**src/rtl/aud_rx_pkg.sv**
```systemverilog
package aud_rx_pkg;

  typedef enum logic [1:0] {
    FMT_LJ  = 2'd0,
    FMT_I2S = 2'd1,
    FMT_RJ  = 2'd2
  } fmt_e;

  localparam logic [2:0] MODE_LJ   = 3'b000;
  localparam logic [2:0] MODE_I2S  = 3'b001;
  localparam logic [2:0] MODE_RJ24 = 3'b100;
  localparam logic [2:0] MODE_RJ20 = 3'b101;
  localparam logic [2:0] MODE_RJ18 = 3'b110;
  localparam logic [2:0] MODE_RJ16 = 3'b111;

  // Framing family of a mode code; unused codes fall back to left-justified
  function automatic fmt_e fmt_of(input logic [2:0] m);
    if (m == MODE_I2S) return FMT_I2S;
    else if (m[2])     return FMT_RJ;
    else               return FMT_LJ;
  endfunction

  // Word length kept in the right-justified modes
  function automatic int rj_len(input logic [1:0] sel);
    case (sel)
      2'd0:    return 24;
      2'd1:    return 20;
      2'd2:    return 18;
      default: return 16;
    endcase
  endfunction

  // Frame clock level that marks the left channel
  function automatic logic left_level(input fmt_e f);
    return (f != FMT_I2S);
  endfunction

endpackage

```
**src/rtl/aud_rx_sync.sv**
```systemverilog
module aud_rx_sync #(
  parameter int WIDTH  = 1,
  parameter int STAGES = 2
) (
  input  logic             clk_i,
  input  logic             rst_ni,
  input  logic [WIDTH-1:0] d_i,
  output logic [WIDTH-1:0] q_o
);

  logic [WIDTH-1:0] stage_q [STAGES];

  for (genvar g = 0; g < STAGES; g++) begin : g_stage
    if (g == 0) begin : g_first
      always_ff @(posedge clk_i or negedge rst_ni) begin
        if (!rst_ni) stage_q[g] <= '0;
        else         stage_q[g] <= d_i;
      end
    end else begin : g_next
      always_ff @(posedge clk_i or negedge rst_ni) begin
        if (!rst_ni) stage_q[g] <= '0;
        else         stage_q[g] <= stage_q[g-1];
      end
    end
  end

  assign q_o = stage_q[STAGES-1];

endmodule

```
**src/rtl/aud_rx_slot.sv**
```systemverilog
module aud_rx_slot
  import aud_rx_pkg::*;
#(
  parameter int DATA_W = 24,
  parameter int POS_W  = $clog2(DATA_W + 2)
) (
  input  logic              clk_i,
  input  logic              rst_ni,
  input  logic              bit_en_i,
  input  logic              sd_i,
  input  logic              lr_i,
  input  logic [2:0]        mode_i,
  output logic              done_o,
  output logic              left_o,
  output logic [DATA_W-1:0] word_o
);

  localparam logic [POS_W-1:0] POS_MAX = '1;

  logic              primed_q, primed_n;
  logic              armed_q,  armed_n;
  logic              lr_q,     lr_n;
  logic [POS_W-1:0]  pos_q,    pos_n;
  logic [DATA_W-1:0] cap_q,    cap_n;
  logic [DATA_W-1:0] shr_q,    shr_n;

  fmt_e fmt;
  logic frame_edge;
  int   slot_idx;

  function automatic logic [DATA_W-1:0] rj_align(input logic [DATA_W-1:0] s, input int n);
    logic [DATA_W-1:0] r;
    r = '0;
    for (int b = 0; b < DATA_W; b++) begin
      if (b >= DATA_W - n) r[b] = s[b-(DATA_W-n)];
    end
    return r;
  endfunction

  assign fmt        = fmt_of(mode_i);
  assign frame_edge = bit_en_i & primed_q & (lr_i != lr_q);
  assign slot_idx   = (fmt == FMT_I2S) ? int'(pos_q) - 1 : int'(pos_q);

  always_comb begin
    primed_n = primed_q;
    armed_n  = armed_q;
    lr_n     = lr_q;
    pos_n    = pos_q;
    cap_n    = cap_q;
    shr_n    = shr_q;
    if (bit_en_i) begin
      primed_n = 1'b1;
      lr_n     = lr_i;
      if (frame_edge) begin
        // first bit of a new half-frame is position 0
        armed_n = 1'b1;
        pos_n   = {{(POS_W-1){1'b0}}, 1'b1};
        shr_n   = {{(DATA_W-1){1'b0}}, sd_i};
        cap_n   = '0;
        if (fmt == FMT_LJ) cap_n[DATA_W-1] = sd_i;
      end else begin
        shr_n = {shr_q[DATA_W-2:0], sd_i};
        if (pos_q != POS_MAX) pos_n = pos_q + 1'b1;
        if (fmt != FMT_RJ) begin
          for (int b = 0; b < DATA_W; b++) begin
            if (slot_idx == DATA_W - 1 - b) cap_n[b] = sd_i;
          end
        end
      end
    end
  end

  always_ff @(posedge clk_i or negedge rst_ni) begin
    if (!rst_ni) begin
      primed_q <= 1'b0;
      armed_q  <= 1'b0;
      lr_q     <= 1'b0;
      pos_q    <= '0;
      cap_q    <= '0;
      shr_q    <= '0;
    end else begin
      primed_q <= primed_n;
      armed_q  <= armed_n;
      lr_q     <= lr_n;
      pos_q    <= pos_n;
      cap_q    <= cap_n;
      shr_q    <= shr_n;
    end
  end

  // A half-frame is reported only once alignment exists
  assign done_o = frame_edge & armed_q;
  assign left_o = (lr_q == left_level(fmt));
  assign word_o = (fmt == FMT_RJ) ? rj_align(shr_q, rj_len(mode_i[1:0])) : cap_q;

  // the position counter restarts at every frame edge
  a_r8_pos_restart: assert property (@(posedge clk_i) disable iff (!rst_ni)
    frame_edge |=> (pos_q == {{(POS_W-1){1'b0}}, 1'b1}));

endmodule

```
**src/rtl/aud_rx_pair.sv**
```systemverilog
module aud_rx_pair #(
  parameter int DATA_W = 24
) (
  input  logic              clk_i,
  input  logic              rst_ni,
  input  logic              done_i,
  input  logic              left_i,
  input  logic [DATA_W-1:0] word_i,
  output logic              valid_o,
  output logic [DATA_W-1:0] left_o,
  output logic [DATA_W-1:0] right_o
);

  logic [DATA_W-1:0] hold_q, hold_n;
  logic              ok_q,   ok_n;
  logic [DATA_W-1:0] lft_q,  lft_n;
  logic [DATA_W-1:0] rgt_q,  rgt_n;
  logic              vld_q,  vld_n;

  always_comb begin
    hold_n = hold_q;
    ok_n   = ok_q;
    lft_n  = lft_q;
    rgt_n  = rgt_q;
    vld_n  = 1'b0;
    if (done_i) begin
      if (left_i) begin
        hold_n = word_i;
        ok_n   = 1'b1;
      end else if (ok_q) begin
        lft_n = hold_q;
        rgt_n = word_i;
        vld_n = 1'b1;
        ok_n  = 1'b0;
      end
    end
  end

  always_ff @(posedge clk_i or negedge rst_ni) begin
    if (!rst_ni) begin
      hold_q <= '0;
      ok_q   <= 1'b0;
      lft_q  <= '0;
      rgt_q  <= '0;
      vld_q  <= 1'b0;
    end else begin
      hold_q <= hold_n;
      ok_q   <= ok_n;
      lft_q  <= lft_n;
      rgt_q  <= rgt_n;
      vld_q  <= vld_n;
    end
  end

  assign valid_o = vld_q;
  assign left_o  = lft_q;
  assign right_o = rgt_q;

  // a pair is only reported after a stored left half-frame
  a_r7_left_first: assert property (@(posedge clk_i) disable iff (!rst_ni)
    vld_q |-> $past(ok_q));

endmodule

```
**src/rtl/aud_serial_rx.sv**
```systemverilog
module aud_serial_rx
  import aud_rx_pkg::*;
#(
  parameter int DATA_W      = 24,
  parameter int SYNC_STAGES = 2
) (
  input  logic              clk_i,
  input  logic              rst_ni,
  input  logic              sclk_i,
  input  logic              lrclk_i,
  input  logic              sdata_i,
  input  logic [2:0]        mode_i,
  output logic              valid_o,
  output logic [DATA_W-1:0] left_o,
  output logic [DATA_W-1:0] right_o
);

  localparam int PIN_W = 3;

  logic [1:0]        rst_sync_q;
  logic              rst_n;
  logic [PIN_W-1:0]  pins_s;
  logic              sclk_s, lr_s, sd_s;
  logic              sclk_q;
  logic              bit_rise;
  logic              slot_done, slot_left;
  logic [DATA_W-1:0] slot_word;

  // assert asynchronously, release on the clock
  always_ff @(posedge clk_i or negedge rst_ni) begin
    if (!rst_ni) rst_sync_q <= '0;
    else         rst_sync_q <= {rst_sync_q[0], 1'b1};
  end
  assign rst_n = rst_sync_q[1];

  aud_rx_sync #(.WIDTH(PIN_W), .STAGES(SYNC_STAGES)) i_sync (
    .clk_i  (clk_i),
    .rst_ni (rst_n),
    .d_i    ({sclk_i, lrclk_i, sdata_i}),
    .q_o    (pins_s)
  );
  assign {sclk_s, lr_s, sd_s} = pins_s;

  always_ff @(posedge clk_i or negedge rst_n) begin
    if (!rst_n) sclk_q <= 1'b0;
    else        sclk_q <= sclk_s;
  end
  assign bit_rise = sclk_s & ~sclk_q;

  aud_rx_slot #(.DATA_W(DATA_W)) i_slot (
    .clk_i    (clk_i),
    .rst_ni   (rst_n),
    .bit_en_i (bit_rise),
    .sd_i     (sd_s),
    .lr_i     (lr_s),
    .mode_i   (mode_i),
    .done_o   (slot_done),
    .left_o   (slot_left),
    .word_o   (slot_word)
  );

  aud_rx_pair #(.DATA_W(DATA_W)) i_pair (
    .clk_i   (clk_i),
    .rst_ni  (rst_n),
    .done_i  (slot_done),
    .left_i  (slot_left),
    .word_i  (slot_word),
    .valid_o (valid_o),
    .left_o  (left_o),
    .right_o (right_o)
  );

  // strobe is a single-cycle pulse
  a_r7_valid_single: assert property (@(posedge clk_i) disable iff (!rst_n)
    valid_o |=> !valid_o);

  // outputs move only together with the strobe
  a_r7_hold_left: assert property (@(posedge clk_i) disable iff (!rst_n)
    !$stable(left_o) |-> valid_o);
  a_r7_hold_right: assert property (@(posedge clk_i) disable iff (!rst_n)
    !$stable(right_o) |-> valid_o);

  // results follow a sampled rising bit clock edge
  a_r1_after_bit: assert property (@(posedge clk_i) disable iff (!rst_n)
    valid_o |-> $past(bit_rise));

  // the 16-bit right-justified mode leaves the low bits clear
  a_r6_rj16_zero: assert property (@(posedge clk_i) disable iff (!rst_n)
    (valid_o && mode_i == MODE_RJ16 && $past(mode_i) == MODE_RJ16)
      |-> (left_o[DATA_W-17:0] == '0 && right_o[DATA_W-17:0] == '0));

endmodule

```
**config.mk**
```make
export PLATFORM = sky130hd
export DESIGN_NAME = aud_serial_rx
export DESIGN_NICKNAME = d
export VERILOG_FILES = /design/src/rtl/aud_rx_pkg.sv /design/src/rtl/aud_rx_sync.sv /design/src/rtl/aud_rx_slot.sv /design/src/rtl/aud_rx_pair.sv /design/src/rtl/aud_serial_rx.sv
export SDC_FILE = /design/constraint.sdc
export NUM_CORES = 1
export LEC_CHECK = 0
export BUFFER_PORTS_ARGS = -buffer_cell sky130_fd_sc_hd__buf_2
export CELL_PAD_IN_SITES_DETAIL_PLACEMENT = 1
export CELL_PAD_IN_SITES_GLOBAL_PLACEMENT = 1
export CORE_ASPECT_RATIO = 0.5
export CORE_MARGIN = 10
export CORE_UTILIZATION = 40
export DETAILED_ROUTE_END_ITERATION = 12
export GPL_ROUTABILITY_DRIVEN = 0
export GPL_TIMING_DRIVEN = 0
export PLACE_DENSITY = 0.67
export SETUP_SLACK_MARGIN = 0.2
export SYNTH_ARGS = -nofsm -noshare
export SYNTH_HDL_FRONTEND = slang
export SYNTH_HIERARCHICAL = 1
export SYNTH_SLANG_ARGS = --single-unit
export TNS_END_PERCENT = 30
```
**constraint.sdc**
```tcl
create_clock -name clk_i -period 5.1 [get_ports clk_i]
set_clock_uncertainty 0.1 [all_clocks]
set_input_delay 0.765 -clock clk_i [delete_from_list [all_inputs] [get_ports clk_i]]
set_output_delay 0.765 -clock clk_i [all_outputs]
set_load 0.1 [all_outputs]
```
## Word level (Yosys, flattened, before mapping)

Cells that the tools add are included.
W data, S select, Z words.

| word-level totals | value |
|---|---|
| bits of input ports | 8 |
| logic and storage cells | 344 |
| register bits | 139 |

| operators by class | value |
|---|---|
| equality and inequality tests | 33 |
| order comparisons | 48 |
| reduce and logical (&&, ||, !) cells | 57 |
| bitwise logic cells | 6 |
| $add $sub $neg | 27 |
| muxes and demuxes | 135 |

Operators with widths:

| operator | number |
|---|---|
| $lt A32 B7 Y1 const B | 24 |
| $eq A32 B5 Y1 const B | 8 |
| $eq A32 B6 Y1 const B | 8 |
| $ge A5 B32 Y1 const A | 8 |
| $ge A6 B32 Y1 const A | 8 |
| $sub A5 B32 Y32 const A | 8 |
| $sub A6 B32 Y32 const A | 8 |
| $eq A32 B4 Y1 const B | 4 |
| $ge A4 B32 Y1 const A | 4 |
| $sub A4 B32 Y32 const A | 4 |
| $bmux W1 S5 | 24 |
| $mux W1 | 101 |
| $mux W24 | 4 |
| $reduce_and A3 Y1 | 25 |
| $eq A32 B3 Y1 const B | 2 |
| $ge A3 B32 Y1 const A | 2 |
| $sub A3 B32 Y32 const A | 2 |
| $reduce_bool A2 Y1 | 26 |
| $eq A32 B2 Y1 const B | 1 |
| $ge A1 B32 Y1 const A | 1 |
| $ge A2 B32 Y1 const A | 1 |
| $logic_not A32 Y1 | 1 |
| $mux W32 | 1 |
| $sub A1 B32 Y32 const A | 1 |
| 19 further kinds | 30 |

## Longest topological paths before layout

| depth | value |
|---|---|
| word-level depth | 9 |
| gate-level depth with buffers | 11 |

## Hierarchy

The synthesis kept the hierarchy.

Modules (own cells, without submodules):

| module | area an instance (sq um) | cells an instance | times used |
|---|---|---|---|
| aud_rx_slot | 4199.0 | 473 | 1 |
| aud_rx_pair | 2782.7 | 158 | 1 |
| aud_rx_sync | 172.7 | 9 | 1 |
| aud_serial_rx | 92.6 | 5 | 1 |

## Worst setup path before layout

No wires, ideal clock.

| path | value |
|---|---|
| path type | input to register |
| from | input port mode_i[0] |
| to | register i_pair.rgt_q[22], in the netlist i_pair/right_o[22] |
| data arrival time | 2.608 ns |
| setup slack | 2.266 ns |
| stages on the path | 9 |
| buffers on the path | 3 |
| library setup time | 0.126 ns |
| cell sequence | inv_1 -> ha_1 -> buf_4 -> buf_4 -> buf_4 -> mux4_2 -> a31oi_1 -> a21oi_1 -> mux2_2 |

| between the ends | value |
|---|---|
| word-level cells in the longest chain between the ends | 9 |
| elaborated cells between the ends (all ways) | 19 |
| those cells by class | 2 x add/sub; 1 x order compare; 6 x eq/ne; 7 x mux; 1 x bitwise; 2 x reduce/logical |

Ends and longest elaborated chain:

| item | line | source |
|---|---|---|
| start, declared | aud_serial_rx.sv:12 | `input logic [2:0] mode_i,` |
| $eq A2 B2 Y1 (tied with other cells) | aud_rx_pkg.sv:25 | `case (sel)` |
| $pmux W4 S3 | aud_rx_pkg.sv:25 |  |
| $sub A5 B5 Y6 | aud_rx_slot.sv:35 | `if (b >= DATA_W - n) r[b] = s[b-(DATA_W-n)];` |
| $sub A6 B32 Y32 | aud_rx_slot.sv:35 |  |
| $bmux W1 S5 | aud_rx_slot.sv:35 |  |
| $mux W1 (implied by the code) (2 in a row) | aud_rx_slot.sv:35 |  |
| $mux W1 | aud_rx_slot.sv:35 |  |
| $mux W24 (*) | aud_rx_slot.sv:94 | `assign word_o = (fmt == FMT_RJ) ? rj_align(shr_q, rj_len(mode_i[1:0])) : cap_q;` |
| named net slot_word[22] | aud_serial_rx.sv:27 | `logic [DATA_W-1:0] slot_word;` |
| end signal, assigned | aud_rx_pair.sv:50 | `rgt_q <= rgt_n;` |
| end, declared | aud_rx_pair.sv:17 | `logic [DATA_W-1:0] rgt_q, rgt_n;` |

Mark *: on every way through the listed nets, which the timed path passes. The rest lies on a longest branch. The select of a mux whose other input is x is not followed.
A chain may end at the register's enable or synchronous reset.

## Final worst setup path

| path | value |
|---|---|
| from | input port mode_i[0] |
| to | register i_pair.hold_q[23] |

| between the ends | value |
|---|---|
| word-level cells in the longest chain between the ends | 9 |
| elaborated cells between the ends (all ways) | 18 |
| those cells by class | 2 x add/sub; 1 x order compare; 6 x eq/ne; 7 x mux; 2 x reduce/logical |

Ends and longest elaborated chain:

| item | line | source |
|---|---|---|
| $eq A2 B2 Y1 (tied with other cells) | aud_rx_pkg.sv:25 |  |
| $pmux W4 S3 | aud_rx_pkg.sv:25 |  |
| $sub A5 B5 Y6 | aud_rx_slot.sv:35 |  |
| $sub A6 B32 Y32 | aud_rx_slot.sv:35 |  |
| $bmux W1 S5 | aud_rx_slot.sv:35 |  |
| $mux W1 (implied by the code) (2 in a row) | aud_rx_slot.sv:35 |  |
| $mux W1 | aud_rx_slot.sv:35 |  |
| $mux W24 (*) | aud_rx_slot.sv:94 |  |
| named net slot_word[23] | aud_serial_rx.sv:27 |  |
| end signal, assigned | aud_rx_pair.sv:47 | `hold_q <= hold_n;` |
| end, declared | aud_rx_pair.sv:14 | `logic [DATA_W-1:0] hold_q, hold_n;` |

Marked as above.

==> results by group <==
Synthesis
  – Multiplexer share of the synthesized area: 0.2336
  – Synth Area in Compound Gates: 0.07942
  – Predominant post-synthesis flop cell: dfrtp_1
  – Gate Count Post-Synth: around 650
  – Top-area cell type share of the netlist area: 0.4800
  – Largest family of logic cells by synthesized area: multiplexers
  – Synthesized flop and latch total: 139
  – Synthesized area: approximately 7200 um^2
  – Synth warn: 6
  – Synth cell types: 54
  – Dominant cells by area after synthesis: dfrtp_1 48%, mux2_2 11%, mux4_2 7.5%, mux2i_1 3.3%, ha_1 2.8%
  – Post-synth EDFFs: 0
  – Post-synth ARST share: 1.000
  – Simple-gate share of the synthesized area: 0.1146
  – XOR/XNOR share of the synthesized area: 0.006043
  – Syn Area/Cell: 11.24 um^2
  – Post-synthesis sequential area ratio: 0.4800
  – Post-Synth Adder-Cell Area: 0.02762
  – Post-synth top area cell: dfrtp_1

Routing
  – Mean routed wirelength per cell: 21.47 um
  – Via/cell ratio: approximately 5.5
  – Final wirelength: about 21 mm
  – Initial DRC Count: around 290
  – Drt drc: 0
  – Antenna Nets Post-Route: 0
  – DR vias: 5385
  – Drt pass-1 iters: 4

Timing
  – Fin Hold WS: approximately 0.13 ns
  – Worst-margin pin slew: 0.6894 ns
  – Period utilization: 0.5893
  – Final Hold Fails: 0
  – Fmax: between 300 and 400 MHz
  – Tmin final: between 3 and 4 ns
  – RSZ-0062 raised after global routing: no
  – Final Setup Violations: 0
  – Slew Limit Fails: 0
  – Relative slew slack: 0.5383

Clock network
  – CTS Sinks: between 100 and 150
  – CTS tree: yes
  – CTS root buf: clkbuf_16
  – Worst-case clock buffer depth: 2
  – Max H-tree Level: 4
  – Clock buffer count from CTS: 17
  – Post-CTS setup buffers: 0
  – Clk slew on worst S/H paths: about 0.07 ns
  – Worst skew pair latency: roughly 0.43 ns

Power
  – P_int: 2.459 mW
  – Leakage: 3.980 nW
  – Clock share of power: 0.293
  – Register share of total power: 0.338
  – Power Dens Cells: approximately 510 nW/um^2
  – VDD IR max: between 200 and 250 uV
  – Comb pwr share: 0.369
  – Sw Share: 0.4357
  – Total power: about 4.4 mW
  – Net Switching: 1.899 mW

Outcome
  – Status: completed

Floorplan
  – Die area: 24230 um^2
  – Die height: 115.2 um
  – # rows: 34
  – Die Wd: approximately 210 um
  – Core footprint: about 18000 um^2
  – I/O pins: 57
  – Initial Util: 0.4125

Final layout
  – Layout cells sized above 1: 0.3014
  – Area grow syn2layout: 17.28%
  – Diode count: 0
  – Design area: between 8000 and 9000 um^2
  – Nets: ~750

Setup path
  – RR Endpoint: i_slot/cap_q[21]
  – WP data required: 5.31 ns
  – FF-to-FF Start: i_slot/pos_q[0]
  – WP data arrival: around 3.2 ns
  – Critical path fanouts, max: 10
  – Critical path type: in -> reg
  – Worst Reg-to-Reg Cells: 8
  – CP startpoint kind: input pin
  – Setup slack, reg-to-reg: ~2.5 ns
  – Crit path capture type: flip-flop
  – Critical path startpoint: mode_i[0]

Flow run
  – Max Cap Violations: 0

Placement
  – Post-DP Area: about 8000 um^2
  – PortBufs: 56
  – Dpl hpwl: 15.02 mm

Global routing
  – All-Layer GR Usage: 0.1792
  – GRT overflow: 0
  – Pin count of the biggest net entering global routing: 69
  – Initial antenna violation count: 1
  – First-pass GRT wire length: between 30 and 40 mm
  – Vias in the first global route: approximately 5800

Worst hold path
  – HP Class: reg -> async
-- critical path, stage by stage --
cell and delay (ns):
buf_2 0.13, inv_1 0.12, ha_1 0.17, buf_4 0.18
buf_4 0.23, mux4_2 0.59, mux2i_1 0.17, nor2_1 0.06
a31oi_1 0.29, a21oi_1 0.18, mux2_2 0.31
-- layout by cell type (no fill, tap or decap), drive strengths merged, types with 2 or more instances in the layout --
master	count
a21o	2
a21oi	30
a22oi	4
a31oi	9
and3	4
buf	81
bufinv	2
clkbuf	44
clkinvlp	3
conb	7
dfrtp	139
ha	16
inv	53
mux2	78
mux2i	24
mux4	24
nand2	38
nand2b	4
nand3	39
nand3b	7
nand4	3
nor2	34
nor2b	4
nor3	11
nor4	4
nor4bb	2
o21ai	42
o21ba	2
o22ai	6
o31ai	2
or3	3
xnor2	2
xor2	3
-- sequential cells by signal, summed over array words and instances (netlist names) --
| name | cells |
|---|---|
| i_slot/armed_q | 1 |
| i_sync/stage_q | 3 |
| i_pair/hold_q | 24 |
| i_sync/q_o | 3 |
| sclk_q | 1 |
| i_pair/right_o | 24 |
| rst_sync_q | 2 |
| i_slot/shr_q | 24 |
| i_slot/cap_q | 24 |
| i_slot/lr_q | 1 |
| i_slot/pos_q | 5 |
| i_pair/ok_q | 1 |
| i_pair/valid_o | 1 |
| i_slot/primed_q | 1 |
| i_pair/left_o | 24 |
-- timing repair --
item / in CTS / in global routing
hold endpoints to repair: 2 / 0
gates resized for setup: 0 / 0
hold buffers: 1 / 0
-- power groups by stage --
| stage | Sequential [mW] | Clock, mW | Combinational [mW] |
|---|---|---|---|
| 2_1_floorplan | 2.21 | 0 | 0.532 |
| 3_3_place_gp | 1.49 | 0 | 1.55 |
| 3_5_place_dp | 1.49 | 0 | 1.60 |
| 4_1_cts | 1.48 | 1.30 | 1.61 |
| 5_1_grt | 1.50 | 1.35 | 1.70 |
| 6_report | 1.47 | 1.27 | 1.61 |
-- logic make-up (layout without fill, tap and decap cells) --
logic type                 after synthesis  in the layout
and+or+nand+nor                        161            161
adders and majority gates               16             16
DFF                                    139            139
xor gates and xnor gates                 5              5
buffers and inverters                   94            185
muxes                                  126            126
other                                    3              7
AOI/OAI and AO/OA                      101            101
-- through the flow --
stage	TNS, ns	util	worst slack [ns]	std cells
finish	0	0.4838	2.095	974
global placement	-127.75	0.4459	-0.9553	939
detailed placement	0	0.4493	1.675	941
floorplan	0	-	0.8405	649
global route	0	0.4838	1.974	974
CTS	0	0.4838	2.125	974
-- Yosys cell counts (2+ instances only) --
library cell and number:
xnor2_1 2, o22ai_1 6, a31oi_1 9, a22oi_1 4, buf_2 10, conb_1 3
dfrtp_1 139, o21ai_0 40, clkbuf_1 25, mux2_4 9, o21ba_2 2, nor3_1 11
buf_1 3, and3_1 4, nand2b_1 4, nand4_1 3, nor2b_1 3, buf_4 7
nor4_1 4, nand3_1 38, a21oi_1 30, nand2_1 37, nor2_1 34, inv_1 46
a21o_1 2, mux4_2 24, nand3b_1 6, mux2i_1 24, buf_6 3, nor4bb_1 2
or3_1 2, o31ai_1 2, xor2_1 3, mux2_2 69, ha_1 16
-- area by class of cell --
type,count,area [um^2]
well taps,234,292.8
inverters,46,172.7
flip-flops and latches,139,3482
plain buffers,48,241.5
clock buffers,19,442.9
fillers,1911,9070
multi-input cells,416,3369
repair buffers,59,345.3
clock inverters,13,152.6
-- routing by layer --
metal,GRT usage,share of wire,wire length (um),vias up
met3,0.04264,0.050,1040,22
met4,0.05228,0.011,240,2
met1,0.2494,0.50,10480,2812
li1,-,-,-,2442
met5,0,0.00057,12,-
met2,0.2730,0.44,9143,107
-- worst max path at each step --
stage	cells past startpoint	end
6_report	11	i_pair/hold_q[23]
5_1_grt	10	i_pair/hold_q[21]
4_1_cts	12	i_pair/hold_q[22]
3_5_place_dp	12	i_pair/hold_q[22]
3_3_place_gp	0	i_pair/left_o[2]
2_1_floorplan	0	i_pair/hold_q[0]
No activity file was read; power rests on OpenSTA's default activity.
